`src/rtl/clken_div_pkg.sv`:
```
package clken_div_pkg;
  localparam int FIELD_W     = 3;
  localparam int NUM_STROBES = 3;
  localparam int CTRL_W      = FIELD_W * NUM_STROBES;
  localparam int RATIO_W     = 4;

  // index of each strobe in the enable vector (also its field slot)
  localparam int IDX_PER  = 0;
  localparam int IDX_BUS  = 1;
  localparam int IDX_CORE = 2;

  // core and bus share one table; reserved codes act as divide-by-8
  function automatic logic [RATIO_W-1:0] fast_ratio(input logic [FIELD_W-1:0] code);
    logic [RATIO_W-1:0] r;
    case (code)
      3'd0:    r = 4'd1;
      3'd1:    r = 4'd2;
      3'd2:    r = 4'd3;
      3'd3:    r = 4'd4;
      3'd4:    r = 4'd5;
      default: r = 4'd8;
    endcase
    return r;
  endfunction

  // peripheral table; reserved codes act as divide-by-8
  function automatic logic [RATIO_W-1:0] slow_ratio(input logic [FIELD_W-1:0] code);
    logic [RATIO_W-1:0] r;
    case (code)
      3'd0:    r = 4'd2;
      3'd1:    r = 4'd3;
      3'd2:    r = 4'd4;
      3'd3:    r = 4'd6;
      default: r = 4'd8;
    endcase
    return r;
  endfunction
endpackage

```
`src/rtl/clken_div_ctrl.sv`:
```
module clken_div_ctrl #(
  parameter int DATA_W = 16,
  parameter int CTRL_W = 9
) (
  input  logic              clk,
  input  logic              rst,
  input  logic              wr_en,
  input  logic [DATA_W-1:0] wr_data,
  output logic [CTRL_W-1:0] ctrl_q,
  output logic [DATA_W-1:0] rd_data
);
  localparam int PAD_W = DATA_W - CTRL_W;

  logic unused_hi;
  assign unused_hi = ^wr_data[DATA_W-1:CTRL_W];

  always_ff @(posedge clk) begin
    if (rst)
      ctrl_q <= '0;
    else if (wr_en)
      ctrl_q <= wr_data[CTRL_W-1:0];
  end

  assign rd_data = {{PAD_W{1'b0}}, ctrl_q};
endmodule

```
`src/rtl/clken_div_strobe.sv`:
```
module clken_div_strobe #(
  parameter int CNT_W = 4
) (
  input  logic             clk,
  input  logic             rst,
  input  logic             restart,
  input  logic [CNT_W-1:0] ratio,
  output logic             en
);
  localparam logic [CNT_W-1:0] ONE = CNT_W'(1);

  logic [CNT_W-1:0] cnt;
  logic             at_end;

  assign at_end = (cnt == ratio - ONE);

  always_ff @(posedge clk) begin
    if (rst || restart) begin
      cnt <= '0;
      en  <= 1'b0;
    end else if (at_end) begin
      cnt <= '0;
      en  <= 1'b1;
    end else begin
      cnt <= cnt + ONE;
      en  <= 1'b0;
    end
  end
endmodule

```
`src/rtl/clken_div_top.sv`:
```
module clken_div_top
  import clken_div_pkg::*;
#(
  parameter int DATA_W = 16,
  parameter int CNT_W  = RATIO_W
) (
  input  logic              clk,
  input  logic              rst,
  input  logic              wr_en,
  input  logic [DATA_W-1:0] wr_data,
  output logic [DATA_W-1:0] rd_data,
  output logic              core_en,
  output logic              bus_en,
  output logic              per_en
);
  logic [CTRL_W-1:0]      ctrl_q;
  logic [NUM_STROBES-1:0] en_vec;

  clken_div_ctrl #(.DATA_W(DATA_W), .CTRL_W(CTRL_W)) ctrl_i (
    .clk(clk), .rst(rst), .wr_en(wr_en), .wr_data(wr_data),
    .ctrl_q(ctrl_q), .rd_data(rd_data)
  );

  for (genvar g = 0; g < NUM_STROBES; g++) begin : g_strobe
    logic [FIELD_W-1:0] code;
    logic [CNT_W-1:0]   ratio;
    assign code = ctrl_q[g*FIELD_W +: FIELD_W];
    if (g == IDX_PER) begin : g_slow
      assign ratio = CNT_W'(slow_ratio(code));
    end else begin : g_fast
      assign ratio = CNT_W'(fast_ratio(code));
    end
    clken_div_strobe #(.CNT_W(CNT_W)) div_i (
      .clk(clk), .rst(rst), .restart(wr_en), .ratio(ratio), .en(en_vec[g])
    );
  end

  assign per_en  = en_vec[IDX_PER];
  assign bus_en  = en_vec[IDX_BUS];
  assign core_en = en_vec[IDX_CORE];
endmodule

```
`config.mk`:
```
export PLATFORM = sky130hd
export DESIGN_NAME = clken_div_top
export DESIGN_NICKNAME = d
export VERILOG_FILES = /design/src/rtl/clken_div_pkg.sv /design/src/rtl/clken_div_ctrl.sv /design/src/rtl/clken_div_strobe.sv /design/src/rtl/clken_div_top.sv
export SDC_FILE = /design/constraint.sdc
export NUM_CORES = 1
export LEC_CHECK = 0
export BUFFER_PORTS_ARGS = -buffer_cell sky130_fd_sc_hd__buf_2
export CORE_ASPECT_RATIO = 1.75
export CORE_UTILIZATION = 55
export CTS_CLUSTER_DIAMETER = 150
export DETAILED_ROUTE_END_ITERATION = 16
export PLACE_DENSITY = 0.83
export SYNTH_ARGS = -nofsm -noshare
export SYNTH_HDL_FRONTEND = slang
export SYNTH_HIERARCHICAL = 1
export SYNTH_SLANG_ARGS = --single-unit
```
`constraint.sdc`:
```
create_clock -name clk -period 4.2 [get_ports clk]
set_input_delay 0.84 -clock clk [delete_from_list [all_inputs] [get_ports clk]]
set_output_delay 0.84 -clock clk [all_outputs]
set_load 0.1 [all_outputs]
```
==> results.md, run 1 <==
- Outcome: completed
- DRT Pass-1 Iters: 4
- Total power: 0.0005856 W
- Hold_sp: g_strobe[1].div_i/cnt[0]
- Largest family of logic cells by synthesized area: XOR/XNOR gates
- H-tree depth: 1
- # setup viols final: 0
- Vias/cell: 5.465
- Setup bufs post-CTS: 0
- Critical-path cell list: buf_2
- Antenna violations before repair: 0
- PostCTS Resize Cnt: 0
- Crit-path leading delay family: buffers and inverters
- Synth Warn #: 6
- Pins Over Slew Limit: 0
- Vias in the first global route: 937
- Setup ws final: 2.151 ns
- Max-cap violation count: 0
- DRT Wirelength: 2405 um
- Initial DRC count: 22
- VDD IR max: 0.0002213 V
- Area Overhead vs Synth: 6.104%
- CTS tree: done
- #FFs+latches synth: 24
- RR Startpoint: ctrl_i/ctrl_q[0]
- Worst path arrival time: 1.21 ns
- Largest cells by area after synthesis: dfxtp_1 34%, buf_4 8.6%, xnor2_1 6.9%
- Post-Syn Area per Cell: 9.547 um^2
- Setup crit start: ctrl_i/ctrl_q[4]
- Die X: 40.06 um
- Die Area: 2748 um^2
- Root buffer cell: clkbuf_8
- Prevailing post-synth register cell: dfxtp_1
- Async set-reset flop share out of synthesis: 0%
- Hold buffer count at cts: 0
- Post-synthesis mux area share: 6.463%
- Setup CP Type: reg -> out
- Largest net degree at the start of global routing: 19
- WL met3: 115 um
- Worst setup SP type: register
- Compound-Gate Fraction of Synth Area: 10.59%
- Routed length on met1: 959 um
- DR top layer: met4
- Pre-CTS worst setup slack: 2.240 ns
- Synthesized instance count: 146
- Clk sinks: 24
- Fin util: 63.45%
- Total global-route track usage: 21.44%
- Max Fanout on Critical Path: 7
- Unrepaired setup endpoints after global routing: no
- GPL Wtd Cong: 0.7740
- Count of unique library cells instantiated by Yosys: 25
- Num CTS Buffers: 3
- Synth top area share: 34.47%
- Worst Hold Class: reg -> reg
- Final setup TNS: 0 ns
- Clock Skews: 0.002552 ns
- Initial Utilization: 59.80%
- Antenna Cells: 0
- Clk Latency, worst-skew pair: 0.27 ns
- DR WL/cell: 13.00 um
- Met2 WL: 1268 um
- Vias: 1011
- XOR/XNOR Fraction of Synth Area: 17.68%
- Simple-Gate Fraction of Synth Area: 13.29%
- Layout cell share with drive strength beyond 1: 20.63%
- Final period utilization: 48.78%
- CTS Buffer Depth: 2
- Slowest-stage cell, CP: buf_2
- Overflow after GRT: 0
- Die extent in y: 68.60 um
- CP bufs+invs: 1
- Post-synth EDFFs: 0
- Std-Cell Rows: 23
- Total core area: 2331 um^2
- First-pass GRT wire length: 4002 um
- Fmax: 488.1 MHz
- Sequential area share after synthesis: 34.47%
- Crit. End Element: output port
- Clock-pin slew on the worst setup and hold paths: 0.08 ns
- Post-route minimum period: 2.049 ns
- PortBufs: 23
- Post-DP HPWL: 1769 um
- DRC Markers: 0
- Netlist Area Pre-Place: 1394 um^2
- Cell taking the most area after synthesis: dfxtp_1
- I/O pin total: 38
- Final hold violation count: 0
- Antenna Violating Nets Remaining: 0
- Worst endpoint required time: 3.36 ns
- Power per cell area: 395.9 nW/um^2
- Leakage power: 0.7055 nW
- CP max stage delay: 0.48 ns
- Nets@finish: 186
- Adder-Cell Fraction of Synth Area: 5.386%
cell type report:
type,instances,area (um^2)
inverter,7,26.28
multi-input combinational,102,770.7
fill,201,852.1
timing repair buffer,23,115.1
tap,25,31.28
clock buffer,4,55.05
sequential,24,480.5
layer usage:
layer,GRT usage (%),vias to the layer above
li1,-,499
met2,36.69,32
met4,14.22,0
met3,2.885,4
met5,0,-
met1,22.97,476
synthesized netlist by cell type (all sizes together), types with 3 or more instances:
cell and count:
ha 6, and3 3, xor2 9, mux2i 9, a2111oi 6, dfxtp 24, nor2 14, inv 7
xnor2 11, a21oi 9, xor3 3, nand2 8, nor3 7, nand3 3, buf 18
layout by cell type, fill, tap and decap left out:
master,synthesis,routed
nor3_2,3,3
xor3_1,3,3
clkbuf_8,0,4
nor2_1,14,14
a2111oi_1,3,3
and3_1,3,3
mux2i_1,9,9
conb_1,1,7
dfxtp_1,24,24
o21a_1,2,2
xnor2_1,11,11
xor2_1,9,9
nand2_1,8,8
a2111oi_2,3,3
nor2b_1,1,1
buf_2,0,23
nand3_1,3,3
a21oi_1,9,9
o22ai_1,2,2
nand2b_1,2,2
ha_1,6,6
nor3_1,4,4
inv_1,7,7
report_power, final:
| group | internal (W) | total (W) | switching (W) |
|---|---|---|---|
| registers | 0.000239 | 0.000252 | 0.0000137 |
| logic | 0.0000468 | 0.000176 | 0.000129 |
| clock network | 0.0000838 | 0.000157 | 0.0000731 |
| total | 0.000369 | 0.000586 | 0.000216 |
state kept, by name, summed over array words and instances (netlist names):
signal	cells
g_strobe.div_i/en	3
ctrl_i/ctrl_q	9
g_strobe.div_i/cnt	12
worst paths after layout:
path	cells after the start	slack [ns]	to
worst max-delay path	1	2.15	rd_data[4]
worst min-delay path	1	0.53	g_strobe[1].div_i/cnt[0]
worst max register to register	7	2.22	g_strobe[0].div_i/cnt[0]
worst min register to register	1	0.53	g_strobe[1].div_i/cnt[0]
metrics by stage:
step,hold slack [ns],area [um^2],std cells
2_1_floorplan,0.4724,1416,152
3_3_place_gp,0.4981,1424,181
3_5_place_dp,0.5168,1424,181
4_1_cts,0.5284,1479,185
5_1_grt,0.5679,1479,185
6_report,0.5290,1479,185
kinds of logic after synthesis:
kind of cell | Yosys count
AND/OR/NAND/NOR | 38
buffers and inverters | 26
flip-flops | 24
XOR/XNOR | 23
AO/OA/AOI/OAI | 19
multiplexers | 9
adder cells (fa/ha/maj) | 6
other | 1
Power figures use the tool's default switching activity.
==> run 2, diff against run 1 <==
ABC_AREA = 1   (was unset)
CORE_UTILIZATION = 53   (was 55)
PLACE_DENSITY = 0.79   (was 0.83)
clock period = 1.9 ns   (was 4.2 ns; I/O delays follow)
==> results.md, run 2 <==
- Outcome: completed (unchanged)
- Post-Syn Area per Cell: 6.677 um^2 (was 9.547 um^2)
- Pins Over Slew Limit: 0 (unchanged)
- CP max stage delay: 0.43 ns (was 0.48 ns)
- CTS tree: done (unchanged)
- Post-synth EDFFs: 0 (unchanged)
- Highest-count cells in the layout ignoring fill and taps: 61 x nand2_1, 41 x nor2_1, 34 x inv_1 (was 24 x dfxtp_1, 23 x buf_2, 14 x nor2_1)
- Top flop regs: g_strobe.div_i/cnt (12), ctrl_i/ctrl_q (9), g_strobe.div_i/en (3) (unchanged)
- Root buffer cell: clkbuf_8 (unchanged)
- Most common cell after layout, fill and taps aside: nand2_1 (was dfxtp_1)
- Clk sinks: 24 (unchanged)
- Fmax: 615.3 MHz
- DRT Wirelength: 2356 um (was 2405 um)
- #FFs+latches synth: 24 (unchanged)
- Post-synthesis mux area share: 0% (was 6.463%)
- XOR/XNOR Fraction of Synth Area: 8.373% (was 17.68%)
- Number of flip-flops in the largest register: 12 (unchanged)
- Worst Hold Class: in -> reg (was reg -> reg)
- CP most frequent cell: nor2_1
- Unrepaired setup endpoints after global routing: no (unchanged)
- Initial DRC count: 17 (was 22)
- Clock Skews: 0.007001 ns (was 0.002552 ns)
- Num CTS Buffers: 3 (unchanged)
- WHS Path Cells: 5 (was 1)
- Largest family of logic cells by synthesized area: simple AND/OR/NAND/NOR gates (was XOR/XNOR gates)
- Final setup TNS: 0 ns (unchanged)
- Vias: 1258 (was 1011)
- I/O pin total: 38 (unchanged)
- Vias in the first global route: 1142 (was 937)
- VDD IR max: 0.0004789 V (was 0.0002213 V)
- RR Startpoint: ctrl_i/ctrl_q[4] (was ctrl_i/ctrl_q[0])
- Synth Warn #: 6 (unchanged)
- Critical-path cell list: nor2_2 > nor2_1 > inv_2 > ha_1 > xor2_1 > nand2_1 > nor2_1 > nand2_2 > nand2_2 > nor2_1 (was buf_2)
- Simple-Gate Fraction of Synth Area: 35.65% (was 13.29%)
- Setup CP Type: reg -> reg (was reg -> out)
- Antenna Cells: 0 (unchanged)
- Worst-Margin Slew: 0.5792 ns
- Total core area: 2753 um^2 (was 2331 um^2)
- Netlist Area Pre-Place: 1569 um^2 (was 1394 um^2)
- Synth top area share: 30.62% (was 34.47%)
- Layout fillers: 286 (was 201)
- Final period utilization: 85.54%
- R2r endpoint: g_strobe[1].div_i/cnt[2] (was g_strobe[0].div_i/cnt[0])
- Nets@finish: 276 (was 186)
- Crit. End Element: register (was output port)
- Setup crit start: ctrl_i/ctrl_q[4] (unchanged)
- Reg2Reg Setup Slack: 0.27 ns (was 2.22 ns)
- Compound-Gate Fraction of Synth Area: 0.9569% (was 10.59%)
- Die Area: 3191 um^2 (was 2748 um^2)
- Clock-pin slew on the worst setup and hold paths: 0.09 ns (was 0.08 ns)
- Cell taking the most area after synthesis: dfxtp_1 (unchanged)
- Antenna violations before repair: 0 (unchanged)
- Worst path arrival time: 1.78 ns (was 1.21 ns)
- H-tree depth: 1 (unchanged)
- Slowest-stage cell, CP: dfxtp_1 (was buf_2)
- Post-synth top cells: 61 x nand2_1, 41 x nor2_1, 34 x inv_1, 24 x dfxtp_1, 16 x buf_4 (was 24 x dfxtp_1, 16 x buf_4, 14 x nor2_1, 11 x xnor2_1)
- Async set-reset flop share out of synthesis: 0% (unchanged)
- Setup ws final: 0.2747 ns (was 2.151 ns)
- Leakage power: 0.9433 nW (was 0.7055 nW)
- PortBufs: 23 (unchanged)
- First-pass GRT wire length: 4215 um (was 4002 um)
- Die extent in y: 73.98 um (was 68.60 um)
- Pre-CTS worst setup slack: 0.2417 ns (was 2.240 ns)
- Prevailing post-synth register cell: dfxtp_1 (unchanged)
- Synthesized instance count: 235 (was 146)
- Post-route minimum period: 1.625 ns
- Cell with the most instances after synthesis: nand2_1 (was dfxtp_1)
- Biggest register: g_strobe.div_i/cnt (unchanged)
- Antenna Violating Nets Remaining: 0 (unchanged)
- Worst endpoint required time: 2.06 ns (was 3.36 ns)
- Post-DP HPWL: 1837 um (was 1769 um)
- GPL Wtd Cong: 0.7543 (was 0.7740)
- Clk Latency, worst-skew pair: 0.27 ns (about the same)
- Die X: 43.13 um (was 40.06 um)
- Hold buffer count at cts: 0 (unchanged)
- Vias/cell: 4.542 (was 5.465)
- DRT Pass-1 Iters: 4 (unchanged)
- Count of unique library cells instantiated by Yosys: 20 (was 25)
- Worst rel slew slack: 61.39%
- Max-cap violation count: 0 (unchanged)
- Total global-route track usage: 16.90% (was 21.44%)
- Final hold violation count: 0 (unchanged)
- DRC Markers: 0 (unchanged)
- Max Fanout on Critical Path: 6 (was 7)
- Largest net degree at the start of global routing: 22 (was 19)
- Largest cells by area after synthesis: dfxtp_1 31%, nand2_1 15%, nor2_1 9.8% (was dfxtp_1 34%, buf_4 8.6%, xnor2_1 6.9%)
- Hold Slack: 0.3971 ns (was 0.5290 ns)
- Power per cell area: 848.5 nW/um^2 (was 395.9 nW/um^2)
- Area Overhead vs Synth: 6.699% (was 6.104%)
- Overflow after GRT: 0 (unchanged)
- Worst setup SP type: register (unchanged)
- CTS Buffer Depth: 2 (unchanged)
- Adder-Cell Fraction of Synth Area: 4.785% (was 5.386%)
- Worst reg2reg path depth: 10 (was 7)
- CP endpoint: g_strobe[1].div_i/cnt[2] (was rd_data[4])
- Layout cell share with drive strength beyond 1: 18.80% (was 20.63%)
- # setup viols final: 0 (unchanged)
- Sequential area share after synthesis: 30.62% (was 34.47%)
- DR WL/cell: 8.505 um (was 13.00 um)
- Std-Cell Rows: 25 (was 23)
- Initial Utilization: 57.00% (was 59.80%)
[run 2: kinds of logic (layout without fill, tap and decap cells)]
kind of cell / count (synthesis) / after routing
AO/OA/AOI/OAI: 3 / 3
buffers and inverters: 60 / 69
other: 1 / 7
flip-flops: 24 / 24
XOR/XNOR: 15 / 15
AND/OR/NAND/NOR: 126 / 126
adder cells (fa/ha/maj): 6 / 6
[run 2: worst min path at each step]
stage | startpoint | end
final | wr_data[7] | ctrl_i/ctrl_q[7]
after CTS | wr_data[2] | ctrl_i/ctrl_q[2]
after global placement | g_strobe[0].div_i/cnt[0] | g_strobe[0].div_i/cnt[0]
after global routing | wr_data[2] | ctrl_i/ctrl_q[2]
after floorplan | g_strobe[0].div_i/cnt[0] | g_strobe[0].div_i/cnt[0]
after detailed placement | g_strobe[1].div_i/cnt[0] | g_strobe[1].div_i/cnt[0]
[run 2: worst max-delay path, delay by kind of cell, from the launching register on]
| family | cells | cell delay [ns] |
|---|---|---|
| adder cells (fa/ha/maj) | 1 | 0.28 |
| XOR/XNOR | 1 | 0.14 |
| buffers and inverters | 1 | 0.05 |
| AND/OR/NAND/NOR | 7 | 0.64 |
| flip-flops | 1 | 0.43 |
[run 2: layer usage]
layer	part of all wire (%)	routed length, um	vias to the layer above	global-route usage, %
li1	-	-	695	-
met5	0	0	-	0
met3	2.2	52	2	1.456
met2	54	1276	16	31.51
met4	1.4	32	0	10.10
met1	42	994	545	17.78
[run 2: cell type report]
type,instances,area [um^2],share of cell area (%)
clock inverters,1,30.03,1.794
clock buffers,3,41.29,2.466
well taps,27,33.78,2.018
inverters,41,153.9,9.193
flip-flops and latches,24,480.5,28.70
repair buffers,24,122.6,7.324
multi-input cells,157,812.0,48.51
[run 2: metrics by stage]
| stage | cell area, um^2 | instances | util, % | total power [W] |
|---|---|---|---|---|
| floorplan | 1592 | 241 | - | 0.0009590 |
| finish | 1674 | 277 | 60.82 | 0.001421 |
| global placement | 1598 | 273 | 58.05 | 0.0009865 |
| detailed placement | 1598 | 273 | 58.05 | 0.0009925 |
| CTS | 1669 | 277 | 60.64 | 0.001439 |
| global route | 1674 | 277 | 60.82 | 0.001500 |
[run 2: timing repair]
action                                  4_1_cts  5_1_grt
endpoints found under the setup margin        0        1
setup buffers                                 0        0
resized for setup                             0        1
[run 2: where the power goes]
group	leakage, nW	internal, W	total, W	switching (W)
logic	0.711	0.000102	0.000425	0.000323
clock network	0.0357	0.000282	0.000440	0.000159
registers	0.197	0.000528	0.000555	0.0000272
total	0.943	0.000912	0.00142	0.000509
